File: config.mk
export PLATFORM = sky130hd
export DESIGN_NAME = cpu_wait_merge
export DESIGN_NICKNAME = d
export VERILOG_FILES = /design/src/rtl/cpu_wait_pkg.sv /design/src/rtl/wait_auto_gen.sv /design/src/rtl/wait_timeout.sv /design/src/rtl/cpu_wait_merge.sv
export SDC_FILE = /design/constraint.sdc
export NUM_CORES = 1
export LEC_CHECK = 0
export BUFFER_PORTS_ARGS = -buffer_cell sky130_fd_sc_hd__buf_2
export CORE_AREA = 2 2 39 41
export DETAILED_ROUTE_END_ITERATION = 10
export DIE_AREA = 0 0 41 43
export MAX_ROUTING_LAYER = met4
export PLACE_DENSITY = 0.63
export SETUP_SLACK_MARGIN = 0.1
export SYNTH_ARGS = -nofsm -noshare
export SYNTH_HDL_FRONTEND = slang
export SYNTH_SLANG_ARGS = --single-unit
export TNS_END_PERCENT = 30
File: constraint.sdc
create_clock -name clk -period 3.44 [get_ports clk]
set_input_delay 0.516 -clock clk [delete_from_list [all_inputs] [get_ports clk]]
set_output_delay 0.516 -clock clk [all_outputs]
set_load 0.01 [all_outputs]
File: src/rtl/cpu_wait_pkg.sv
package cpu_wait_pkg;
  // automatic stall sources generated inside the block
  typedef struct packed {
    logic vid_first;  // first cycle of a video access
    logic net_hold;   // extra cycle after the network request
  } auto_wait_t;
endpackage

File: src/rtl/wait_auto_gen.sv
module wait_auto_gen
  import cpu_wait_pkg::*;
(
  input  logic       clk,
  input  logic       rst_n,
  input  logic       auto_en,
  input  logic       vid_sel,
  input  logic       net_req,
  output auto_wait_t aw
);
  logic vid_q, vid_d;
  logic net_q, net_d;

  always_comb begin
    vid_d = vid_sel;
    net_d = net_req;
  end

  always_ff @(posedge clk or negedge rst_n) begin
    if (!rst_n) begin
      vid_q <= 1'b0;
      net_q <= 1'b0;
    end else begin
      vid_q <= vid_d;
      net_q <= net_d;
    end
  end

  always_comb begin
    aw.vid_first = auto_en & vid_sel & ~vid_q;
    aw.net_hold  = auto_en & net_q;
  end


  vid_single_chk: assert property (@(posedge clk) disable iff (!rst_n)
    aw.vid_first |=> !aw.vid_first);


  net_stretch_chk: assert property (@(posedge clk) disable iff (!rst_n)
    net_req |=> (aw.net_hold || !auto_en));
endmodule

File: src/rtl/wait_timeout.sv
module wait_timeout #(
  parameter int LIMIT = 64
) (
  input  logic clk,
  input  logic rst_n,
  input  logic tick_en,
  input  logic req,
  output logic expired
);
  localparam int CNT_W = $clog2(LIMIT + 1);
  localparam logic [CNT_W-1:0] CNT_MAX = CNT_W'(LIMIT);

  logic [CNT_W-1:0] cnt_q, cnt_d;

  always_comb begin
    cnt_d = cnt_q;
    if (!req)
      cnt_d = '0;
    else if (tick_en && (cnt_q != CNT_MAX))
      cnt_d = cnt_q + CNT_W'(1);
  end

  always_ff @(posedge clk or negedge rst_n) begin
    if (!rst_n) cnt_q <= '0;
    else        cnt_q <= cnt_d;
  end

  assign expired = (cnt_q == CNT_MAX);


  cnt_bound_chk: assert property (@(posedge clk) disable iff (!rst_n)
    cnt_q <= CNT_MAX);


  sat_hold_chk: assert property (@(posedge clk) disable iff (!rst_n)
    (expired && req) |=> expired);


  cnt_clear_chk: assert property (@(posedge clk) disable iff (!rst_n)
    !req |=> (cnt_q == '0));
endmodule

File: src/rtl/cpu_wait_merge.sv
module cpu_wait_merge
  import cpu_wait_pkg::*;
#(
  parameter int TICK_LIMIT = 64,
  parameter int N_EXT      = 2
) (
  input  logic clk,
  input  logic rst_n,
  input  logic tick_en,
  input  logic auto_en,
  input  logic vid_sel,
  input  logic net_req,
  input  logic gfx_wait_n,
  input  logic dsk_wait_n,
  output logic wait_n
);
  logic [N_EXT-1:0] ext_n;
  logic [N_EXT-1:0] ext_act;
  auto_wait_t       aw;
  logic             req;
  logic             expired;

  assign ext_n = {dsk_wait_n, gfx_wait_n};

  genvar gi;
  generate
    for (gi = 0; gi < N_EXT; gi++) begin : g_ext
      assign ext_act[gi] = ~ext_n[gi];
    end
  endgenerate

  wait_auto_gen u_auto (
    .clk     (clk),
    .rst_n   (rst_n),
    .auto_en (auto_en),
    .vid_sel (vid_sel),
    .net_req (net_req),
    .aw      (aw)
  );

  always_comb begin
    req = (|ext_act) | net_req | aw.vid_first | aw.net_hold;
  end

  wait_timeout #(.LIMIT(TICK_LIMIT)) u_tmo (
    .clk     (clk),
    .rst_n   (rst_n),
    .tick_en (tick_en),
    .req     (req),
    .expired (expired)
  );

  assign wait_n = ~(req & ~expired);


  ext_pass_chk: assert property (@(posedge clk) disable iff (!rst_n)
    (!gfx_wait_n && !expired) |-> !wait_n);
endmodule

After elaboration in Yosys (flattened, before gate mapping)
Index checks and enable logic that the tools add are counted.
- flip-flop bits (word level): 9
- input bits: 8
- output and inout bits: 1
- add/sub/neg operators: 1
- equality and inequality tests: 3
- multiplexer cells: 2
- bitwise gates (word level): 12
- reductions and logical operators: 2
- operators by type and width (cell ; number):
    $mux 7 ; 2
    $add 7x1->7 const B ; 1
    $eq 7x7->1 const B ; 1
    $ne 7x7->1 const B ; 1
    $not 1->1 ; 5
    $and 1x1->1 ; 4
    $or 1x1->1 ; 3
    $ne 2x1->1 const B ; 1
    $reduce_or 2->1 ; 1
    $logic_and 1x1->1 ; 1

Longest topological paths before layout
Gate-level depths: netlist of the first run.
- word-level depth: 7
- gate-level depth with buffers: 5

Cells and area by module
From an unflattened synthesis of the first run, not the netlist that was laid out.
- cells, all modules: 50
- area total of the unflattened synthesis: 479.2 um^2
- by module, submodules not included (module ; times used ; cells each ; area an instance (um^2) ; seq. area each (um^2)):
    wait_timeout ; 1 ; 42 ; 390.4 ; 175.2
    wait_auto_gen ; 1 ; 4 ; 65.1 ; 50.0
    cpu_wait_merge ; 1 ; 4 ; 23.8 ; 0.0

Least setup slack after synthesis of the first run
OpenSTA, ideal clock, no wires.
- kind: input -> output
- start point: input port vid_sel
- end point: output port wait_n
- arrival time: 1.155 ns
- required time: 2.924 ns
- setup slack: 1.769 ns
- stages on the path: 3
- buffers on the path: 0
- cells stage by stage: nor2b_1 > o21ai_1 > a21o_1
- word-level cells in the longest chain between the ends: 6
- ends and longest elaborated chain (what ; RTL line ; text):
    start: declaration ; cpu_wait_merge.sv:11 ; input logic vid_sel,
    $and 1x1->1 (2 in a row) ; wait_auto_gen.sv:30 ; aw.vid_first = auto_en & vid_sel & ~vid_q;
    $or 1x1->1 (2 in a row) ; cpu_wait_merge.sv:42 ; req = (|ext_act) | net_req | aw.vid_first | aw.net_hold;
    $and 1x1->1 ; cpu_wait_merge.sv:53 ; assign wait_n = ~(req & ~expired);
    $not 1->1 ; cpu_wait_merge.sv:53 ;
    end: declaration ; cpu_wait_merge.sv:15 ; output logic wait_n
No other way between the ends.

Final worst setup path of the first run
- start point: register u_tmo.cnt_q[3]
- end point: output port wait_n
- word-level cells in the longest chain between the ends: 4
- ends and longest elaborated chain (what ; RTL line ; text):
    start: declaration ; wait_timeout.sv:13 ; logic [CNT_W-1:0] cnt_q, cnt_d;
    start signal: assignment ; wait_timeout.sv:25 ; else cnt_q <= cnt_d;
    $eq 7x7->1 ; wait_timeout.sv:28 ; assign expired = (cnt_q == CNT_MAX);
    $not 1->1 ; cpu_wait_merge.sv:53 ;
    $and 1x1->1 ; cpu_wait_merge.sv:53 ;
    $not 1->1 ; cpu_wait_merge.sv:53 ;
No other way between the ends.

==> results of run 1 <==
==> cells in the final DEF, fill, tap and decap left out <==
master,count
nor2_1,1
a311o_2,1
o21ai_1,1
xor2_1,2
ha_1,2
buf_2,8
o21ai_0,2
nor4_4,1
a311o_1,1
or3_1,2
clkbuf_4,3
and3_1,1
dfrtp_1,9
inv_1,3
a32oi_1,2
a31o_2,1
nand2_1,8
a21o_1,1
a22oi_1,3
a21oi_1,2
clkbuf_1,1
nor2b_1,1
nand4_1,4
==> worst max-delay path: stages, from the launching register on <==
cell and delay, ps:
dfrtp_1 440, nor4_4 400, and3_1 220, a21o_1 80, buf_2 120
==> power groups by stage <==
stage | logic (mW) | registers, mW | clock network, mW
finish | 0.0794 | 0.150 | 0.0795
global route | 0.0917 | 0.153 | 0.0888
CTS | 0.0801 | 0.150 | 0.0831
detailed placement | 0.0795 | 0.152 | 0
global placement | 0.0793 | 0.150 | 0
floorplan | 0.0606 | 0.146 | 0
==> metal layers <==
metal	global-route usage [%]	part of all wire (%)
met1	19.1	46
met2	18.8	47
met3	4.71	6.0
met4	6.00	0.85
met5	-	0
==> per-stage QoR <==
stage / area (um2) / setup slack (ps) / power [mW] / hold WS, ps
6_report: 573 / 1420 / 0.309 / 95.5
5_1_grt: 573 / 1320 / 0.333 / 96.2
4_1_cts: 573 / 1420 / 0.314 / 98.0
3_5_place_dp: 547 / 1480 / 0.232 / 377
3_3_place_gp: 547 / 1490 / 0.230 / 379
2_1_floorplan: 487 / 1770 / 0.207 / 220
==> registers in the layout, indices dropped and copies added, names as in the netlist <==
name / flops
u_auto.net_q: 1
u_auto.vid_q: 1
u_tmo.cnt_q: 7
==> cell families (layout without fill, tap and decap cells) <==
kind of cell	Yosys count	in the layout
AO/OA/AOI/OAI	14	14
flip-flops	9	9
AND/OR/NAND/NOR	18	18
adder cells (fa/ha/maj)	2	2
XOR/XNOR	2	2
buffers and inverters	3	15
==> area by class of cell <==
| type | instances | area [um2] | share of cell area [%] |
|---|---|---|---|
| Multi-Input combinational cell | 36 | 250 | 43.7 |
| Inverter | 3 | 11.3 | 1.97 |
| Timing Repair Buffer | 8 | 40.0 | 6.99 |
| Sequential cell | 9 | 225 | 39.3 |
| Clock buffer | 4 | 26.3 | 4.59 |
| Tap cell | 16 | 20.0 | 3.49 |
==> worst max-delay path by stage <==
stage / start / endpoint / slack [ps]
2_1_floorplan: vid_sel / wait_n / 1770
3_3_place_gp: vid_sel / wait_n / 1490
3_5_place_dp: vid_sel / wait_n / 1480
4_1_cts: u_tmo.cnt_q[3]$_DFFE_PN0P_ / wait_n / 1420
5_1_grt: u_tmo.cnt_q[3]$_DFFE_PN0P_ / wait_n / 1320
6_report: u_tmo.cnt_q[3]$_DFFE_PN0P_ / wait_n / 1420
==> reports/results.ini, run 1 <==
[global_routing]
antenna_found_initial = 0
grt_pass1_wl_um = 1610
grt_pass1_vias = 386
track_usage_pct = 14.1
overflow = 0
grt_max_degree = 10

[power_and_ir_drop]
ir_drop_mv = 0.174
comb_power_share_pct = 25.7
p_switching_mw = 0.103
power.density_mw_per_mm2 = 539
p_leak_nw = 0.275
share_seq_of_total_power_pct = 48.5
intPower_mw = 0.205
switching_share_pct = 33.5
clockPowerShare_pct = 25.7

[timing]
rsz0062_at_grt = no
finClkSkew_ps = 5.56
slew_violations = 0
period_share_pct = 58.8
tns_ps = 0
tightest_slew_ps = 530
slew_headroom_pct = 64.4
setup_violations = 0
period_needed_ps = 2020
finalHoldViolations = 0
fmax_ghz = 0.495

[yosys]
synthMostInstantiatedCell = dfrtp_1
synth.area.top_cells = dfrtp_1 46%, nand2_1 6.2%, ha_1 5.1%
synth_top_family_by_area = simple AND/OR/NAND/NOR gates
synth_edf_count = 0
postSynthCellCount = 48
yosys_register_bits = 9
synth.top_cell.area_share_pct = 46.3
avgSynthCellArea_um2 = 10.1
synth_xor_area_share_pct = 3.60
synthSimpleGateAreaFrac_pct = 21.6
synth_area_um2 = 487
synth_common_cells = 9 x dfrtp_1, 8 x nand2_1, 4 x nand4_1
synth_cell_types = 20
synth-warning-count = 0
ys_seq_area_share_pct = 46.3
async_flop_share_pct = 100
synth.largest_area_cell = dfrtp_1
synth-compound-area-share_pct = 21.1
synth_ff_type = dfrtp_1
syn_nets = 58
synth_adder_area_share_pct = 5.14
synthMuxAreaShare_pct = 0

[final_layout]
post-route-util_pct = 41.4
syn_to_final_growth_pct = 17.7
drive_above_1_share_pct = 23.3
stdcell_count = 76
final_nets = 71
fillers = 138
diodes = 0

[floorplanning]
die_h_um = 43
rows = 14
initial_core_util_pct = 35.2
dieArea_mm2 = 0.00176
io_pins = 9
fp.coreArea_mm2 = 0.00138
die_w_um = 41

[cts]
cts_max_path_buffers = 2
cts_tree = yes
cts.sinks = 9
post_cts_buffers = 0
cts_max_level = 1
cts_made_buffers = 3
insertion_delay_ps = 260
cts_root_buf = clkbuf_4
cts-resized-gates = 0
postCtsHoldBufs = 0
path_clk_slew_ps = 60

[placement]
dp_hpwl_um = 713
port_buffers = 8
gp_congestion = 0.754
dp.cells = 72

[worst_setup_path]
critPathKind = flop to output port
cp.required_ps = 2920
rr_startpoint = u_tmo.cnt_q[0]$_DFFE_PN0P_
critPathArrivalTime_ps = 1510
worst_setup_path_end_kind = output port
cp-start-kind = flop
r2r-end = u_tmo.cnt_q[6]$_DFFE_PN0P_
r2r_slack_ps = 2010
rr_worst_depth = 4
worst-path-max-fanout = 6

[drt]
antenna_left = 0
routed_wl_um = 939
dr.pass1.iters = 4
viasPerCell = 5.58
wl_per_cell_um = 12.4
num_vias = 424
drt_iter0_markers = 6
drc = 0

[min_path]
hold_class = input pin to asynchronous set/reset pin

[status]
status = finished clean

[flow_run]
cap_viol_max_count = 0

(Power assumes the default switching activity.)
==> inputs of run 2 (changes only) <==
Settings changed: PLACE_DENSITY 0.63 to 0.65.
Clock period 3.44 ns to 1.7 ns, I/O delays scaled along.
==> run 2 against run 1 <==
Hold slack better by 28 ps. Sequential share of layout area is 3.9 points lower. Clock skew is 0.87 ps higher. Flip-flop and latch count stayed put.
==> reports/results.ini, run 2 (synthesis results as in run 1) <==
[status]
status = finished clean  ; unchanged

[final_layout]
syn_to_final_growth_pct = 31.4  ; was 17.7%
final_nets = 79  ; was 71
fillers = 131  ; was 138
largest_register_ffs = 7  ; unchanged
reg_top3 = u_tmo.cnt_q: 7 flops, u_auto.net_q: 1 flops, u_auto.vid_q: 1 flops  ; unchanged
diodes = 0  ; unchanged
regMostFlops = u_tmo.cnt_q  ; unchanged
drive_above_1_share_pct = 33.8  ; was 23.3%
stdcell_area_um2 = 639  ; was 573 um2
final_cell_mix = 8 x nand2_1, 8 x buf_2, 8 x dfrtp_1, 7 x buf_4, 4 x nand4_1  ; was 9 x dfrtp_1, 8 x nand2_1, 8 x buf_2, 4 x nand4_1
stdcell_count = 84  ; was 76

[cts]
path_clk_slew_ps = 60  ; about the same
cts.sinks = 9  ; unchanged
cts_made_buffers = 3  ; unchanged
cts_max_path_buffers = 2  ; unchanged
cts_max_level = 1  ; unchanged
insertion_delay_ps = 250  ; was 260 ps
cts_root_buf = clkbuf_4  ; unchanged
cts_tree = yes  ; unchanged

[placement]
gp_congestion = 0.693  ; was 0.754
port_buffers = 8  ; unchanged
placed_area_um2 = 569  ; was 547 um2
dp.cells = 75  ; was 72
dp_hpwl_um = 709  ; was 713 um
pre_cts_slack_ps = 259  ; was 1480 ps

[timing]
rsz0062_at_grt = yes  ; was no
period_share_pct = 94.7
setup_violations = 0  ; unchanged
period_needed_ps = 1610
slew_headroom_pct = 83.9  ; was 64.4%
fmax_ghz = 0.621
setup_ws_ps = 90.2  ; was 1420 ps
finClkSkew_ps = 6.43  ; was 5.56 ps
tightest_slew_ps = 242  ; was 530 ps
slew_violations = 0  ; unchanged
finalHoldViolations = 0  ; unchanged

[power_and_ir_drop]
ir_drop_mv = 0.530  ; was 0.174 mV
power.density_mw_per_mm2 = 1070  ; was 539 mW/mm2
p_leak_nw = 0.311  ; was 0.275 nW

[worst_setup_path]
worst_setup_path_end_kind = output port  ; unchanged
critPathArrivalTime_ps = 1350  ; was 1510 ps
worst-path-max-fanout = 2  ; was 6
critPathSlowestCell = dfrtp_1  ; unchanged
critPathKind = flop to output port  ; unchanged
cp.required_ps = 1440  ; was 2920 ps
crit_chain = nor4_4 -> and3_1 -> a21o_1 -> buf_2  ; unchanged
crit_family = simple AND/OR/NAND/NOR gates  ; unchanged
rr_worst_depth = 5  ; was 4
crit_buf_inv = 1  ; unchanged
cp_num_cells = 4  ; unchanged
cp-start-kind = flop  ; unchanged
critPathMaxStageDelay_ps = 410  ; was 440 ps

[drt]
routed_wl_um = 1050  ; was 939 um
viasPerCell = 5.54  ; was 5.58
num_vias = 465  ; was 424
dr.pass1.iters = 4  ; unchanged
wl_per_cell_um = 12.5  ; was 12.4 um
drt_iter0_markers = 8  ; was 6
drc = 0  ; unchanged
antenna_left = 0  ; unchanged

[global_routing]
use_met1_pct = 22.1  ; was 19.1%
grt.met2_usage_pct = 24.1  ; was 18.8%
grt_pass1_vias = 466  ; was 386
track_usage_pct = 16.5  ; was 14.1%
grt_pass1_wl_um = 1950  ; was 1610 um
use_met3_pct = 4.71  ; unchanged
antenna_found_initial = 0  ; unchanged
grt_max_degree = 10  ; unchanged
overflow = 0  ; unchanged
busiest_layer = met2  ; was met1

[floorplanning]
die_h_um = 43  ; unchanged
die_w_um = 41  ; unchanged
fp.coreArea_mm2 = 0.00138  ; unchanged
dieArea_mm2 = 0.00176  ; unchanged
initial_core_util_pct = 35.2  ; unchanged
rows = 14  ; unchanged
io_pins = 9  ; unchanged

[flow_run]
cap_viol_max_count = 0  ; unchanged

[min_path]
hold_class = input pin to flop  ; was input pin to asynchronous set/reset pin
hold_depth = 1

run 2: changes by cell type in the layout (fill, tap and decap cells not counted):
cell and delta:
buf_4 +7, dlygate4sd3_1 +1, ha_2 +1, ha_1 -1
dfrtp_2 +1, dfrtp_1 -1
run 2: final timing paths:
kind	from	end	slack, ps
min in group asynchronous	rst_n	u_tmo.cnt_q[6]$_DFFE_PN0P_	390
min	net_req	u_auto.net_q$_DFF_PN0_	120
max	u_tmo.cnt_q[5]$_DFFE_PN0P_	wait_n	90
max reg2reg	u_tmo.cnt_q[0]$_DFFE_PN0P_	u_tmo.cnt_q[6]$_DFFE_PN0P_	290
max in group asynchronous	rst_n	u_tmo.cnt_q[3]$_DFFE_PN0P_	1100
min reg2reg	u_tmo.cnt_q[2]$_DFFE_PN0P_	u_tmo.cnt_q[2]$_DFFE_PN0P_	640
run 2: layout make-up:
type / count / area (um2) / area share, %
Multi-Input combinational cell: 36 / 253 / 39.5
Sequential cell: 9 / 226 / 35.4
Timing Repair Buffer: 16 / 103 / 16.0
Clock buffer: 4 / 26.3 / 4.11
Tap cell: 16 / 20.0 / 3.13
Inverter: 3 / 11.3 / 1.76
run 2: where the power goes:
group / switching, mW / internal, mW
clock network: 0.0717 / 0.0902
logic: 0.111 / 0.123
registers: 0.0396 / 0.250
run 2: repair_timing:
| item | 4_1_cts | 5_1_grt |
|---|---|---|
| hold buffers | 1 | 0 |
| hold endpoints to repair | 9 | 0 |
| buffers inserted | 4 | 0 |
| endpoints found under the setup margin | 1 | 1 |
| resized for setup | 2 | 0 |
| cloned | 0 | 0 |
| pin swaps | 0 | 0 |
run 2: stage by stage:
| step | hold slack (ps) | total power [mW] | TNS [ps] | util [%] |
|---|---|---|---|---|
| 6_report | 124 | 0.686 | 0 | 46.2 |
| 5_1_grt | 112 | 0.740 | -8.36 | 46.2 |
| 4_1_cts | 112 | 0.694 | 0 | 46.2 |
| 3_5_place_dp | 121 | 0.494 | 0 | 41.1 |
| 3_3_place_gp | 121 | 0.488 | 0 | 41.1 |
| 2_1_floorplan | -40.6 | 0.418 | 0 | - |
run 2: routing by layer:
| layer | vias to the layer above | wire length (um) | share of wire (%) |
|---|---|---|---|
| li1 | 224 | - | - |
| met1 | 228 | 503 | 48 |
| met2 | 13 | 508 | 48 |
| met3 | 0 | 39 | 3.7 |
| met4 | 0 | 0 | 0 |
| met5 | - | 0 | 0 |
==> inputs of run 3 (changes only) <==
Settings changed: PLACE_DENSITY 0.65 to 0.63.
Clock period 1.7 ns to 2 ns, I/O delays scaled along.
==> run 3 against run 2 <==
Total power shrank 18%. Hold slack gained 23 ps. Via count shrank 10%. Non-clock buffer count shrank 4. Core utilization shrank 2.4 points. Critical path depth grew 1. Largest cell class unchanged. Sequential share of layout area grew 1.8 points. Critical path type unchanged. Final cell count shrank 4.8%. Design area shrank 5.3%. Clock skew is essentially flat. Clock power shrank 9%. Flip-flop and latch count is the same.
==> reports/results.ini, run 3 (synthesis results as in run 1) <==
[status]
status = finished clean  ; unchanged

[drt]
wl_per_cell_um = 12.2  ; was 12.5 um
drt_iter0_markers = 7  ; was 8
num_vias = 417  ; was 465
antenna_left = 0  ; unchanged
dr.pass1.iters = 2  ; was 4
drc = 0  ; unchanged
viasPerCell = 5.21  ; was 5.54
routed_wl_um = 977  ; was 1050 um

[worst_setup_path]
worst-path-max-fanout = 6  ; was 2
critPathMaxStageDelay_ps = 450  ; was 410 ps
r2r_slack_ps = 550  ; was 290 ps
cp.required_ps = 1700  ; was 1440 ps
critPathSlowestCell = dfrtp_1  ; unchanged
rr_worst_depth = 4  ; was 5
crit_chain = inv_1 -> ha_1 -> and3_1 -> a21o_1 -> buf_2  ; was nor4_4 -> and3_1 -> a21o_1 -> buf_2
worst_setup_path_end_kind = output port  ; unchanged
critPathArrivalTime_ps = 1500  ; was 1350 ps
cp-start-kind = flop  ; unchanged
rr_startpoint = u_tmo.cnt_q[0]$_DFFE_PN0P_  ; unchanged
critPathKind = flop to output port  ; unchanged
r2r-end = u_tmo.cnt_q[6]$_DFFE_PN0P_  ; unchanged

[cts]
cts_tree = yes  ; unchanged
cts-resized-gates = 0  ; was 2
insertion_delay_ps = 270  ; was 250 ps
path_clk_slew_ps = 70  ; was 60 ps
cts_max_path_buffers = 2  ; unchanged
cts_root_buf = clkbuf_4  ; unchanged
cts_made_buffers = 3  ; unchanged
cts_max_level = 1  ; unchanged
cts.sinks = 9  ; unchanged

[final_layout]
regMostFlops = u_tmo.cnt_q  ; unchanged
largest_register_ffs = 7  ; unchanged
reg_top3 = u_tmo.cnt_q: 7 flops, u_auto.net_q: 1 flops, u_auto.vid_q: 1 flops  ; unchanged
final_nets = 75  ; was 79
final_cell_mix = 9 x dfrtp_1, 8 x nand2_1, 8 x buf_2, 4 x nand4_1  ; was 8 x nand2_1, 8 x buf_2, 8 x dfrtp_1, 7 x buf_4, 4 x nand4_1
drive_above_1_share_pct = 26.6  ; was 33.8%
syn_to_final_growth_pct = 24.4  ; was 31.4%
diodes = 0  ; unchanged
mostFrequentLayoutCell = dfrtp_1
stdcell_count = 80  ; was 84

[timing]
tns_ps = 0  ; unchanged
setup_violations = 0  ; unchanged
fmax_ghz = 0.556
period_needed_ps = 1800
finalHoldViolations = 0  ; unchanged
slew_violations = 0  ; unchanged
period_share_pct = 90.0
slew_headroom_pct = 82.7  ; was 83.9%
finClkSkew_ps = 6.36  ; was 6.43 ps
setup_ws_ps = 201  ; was 90.2 ps
tightest_slew_ps = 257  ; was 242 ps
rsz0062_at_grt = no  ; was yes

[floorplanning]
die_h_um = 43  ; unchanged
initial_core_util_pct = 35.2  ; unchanged
dieArea_mm2 = 0.00176  ; unchanged
fp.coreArea_mm2 = 0.00138  ; unchanged
rows = 14  ; unchanged
die_w_um = 41  ; unchanged
io_pins = 9  ; unchanged

[placement]
port_buffers = 8  ; unchanged
dp.cells = 74  ; was 75
pre_cts_slack_ps = 489  ; was 259 ps
gp_congestion = 0.728  ; was 0.693
dp_hpwl_um = 695  ; was 709 um

[min_path]
hp-start = vid_sel  ; was net_req
hold_class = input pin to flop  ; unchanged
min_to = u_auto.vid_q$_DFF_PN0_  ; was u_auto.net_q$_DFF_PN0_
hold_depth = 1  ; unchanged

[global_routing]
antenna_found_initial = 0  ; unchanged
use_met1_pct = 20.5  ; was 22.1%
overflow = 0  ; unchanged
use_met3_pct = 4.71  ; unchanged
grt_pass1_vias = 372  ; was 466
grt_pass1_wl_um = 1590  ; was 1950 um
grt_max_degree = 10  ; unchanged
busiest_layer = met1  ; was met2
grt.met2_usage_pct = 16.6  ; was 24.1%
track_usage_pct = 14.1  ; was 16.5%

[flow_run]
cap_viol_max_count = 0  ; unchanged

[power_and_ir_drop]
ir_drop_mv = 0.322  ; was 0.530 mV
p_leak_nw = 0.293  ; was 0.311 nW
power.density_mw_per_mm2 = 928  ; was 1070 mW/mm2
power_mw = 0.562  ; was 0.686 mW

-- run 3: worst max path at each step --
| stage | start | end | slack (ps) | cells after the start |
|---|---|---|---|---|
| after floorplan | u_tmo.cnt_q[5]$_DFFE_PN0P_ | wait_n | 630 | 3 |
| after global placement | u_tmo.cnt_q[5]$_DFFE_PN0P_ | wait_n | 500 | 4 |
| after detailed placement | u_tmo.cnt_q[3]$_DFFE_PN0P_ | wait_n | 490 | 4 |
| after CTS | u_tmo.cnt_q[3]$_DFFE_PN0P_ | wait_n | 190 | 4 |
| after global routing | u_tmo.cnt_q[0]$_DFFE_PN0P_ | wait_n | 120 | 5 |
| final | u_tmo.cnt_q[0]$_DFFE_PN0P_ | wait_n | 200 | 5 |
-- run 3: cell type report --
| type | instances | area [um2] |
|---|---|---|
| clock buffer | 4 | 26.3 |
| fill | 130 | 778 |
| inverter | 3 | 11.3 |
| multi-input combinational | 36 | 250 |
| sequential | 9 | 225 |
| tap | 16 | 20.0 |
| timing repair buffer | 12 | 72.6 |
-- run 3: per-layer routing --
layer | part of all wire, % | wire (um) | up-vias
li1 | - | - | 217
met1 | 50 | 492 | 191
met2 | 44 | 429 | 7
met3 | 3.8 | 37 | 2
met4 | 1.7 | 17 | 0
met5 | 0 | 0 | -
-- run 3: worst max-delay path: cells and delay by family (launching register included) --
family | cells | cell delay [ps]
AO/OA/AOI/OAI | 1 | 140
flip-flops | 1 | 450
adder cells (fa/ha/maj) | 1 | 270
AND/OR/NAND/NOR | 1 | 170
buffers and inverters | 2 | 200
-- run 3: timing repair --
action,4_1_cts,5_1_grt
hold buffers,1,0
hold endpoints to repair,9,0
setup buffers,0,1
setup endpoints to repair,0,1
-- run 3: stage by stage --
| step | utilization, % | area (um2) | hold WS, ps |
|---|---|---|---|
| after global routing | 43.8 | 606 | 145 |
| after CTS | 43.2 | 598 | 149 |
| after detailed placement | 40.6 | 562 | 166 |
| final | 43.8 | 606 | 147 |
| after global placement | 40.6 | 562 | 165 |
| after floorplan | - | 487 | 4.41 |
-- run 3: power by group --
| group | switching, mW | internal [mW] | leakage (nW) | total [mW] |
|---|---|---|---|---|
| clock network | 0.0694 | 0.0771 | 0.0150 | 0.147 |
| logic | 0.0759 | 0.0826 | 0.162 | 0.158 |
| registers | 0.0454 | 0.211 | 0.116 | 0.257 |
| total | 0.191 | 0.371 | 0.293 | 0.562 |
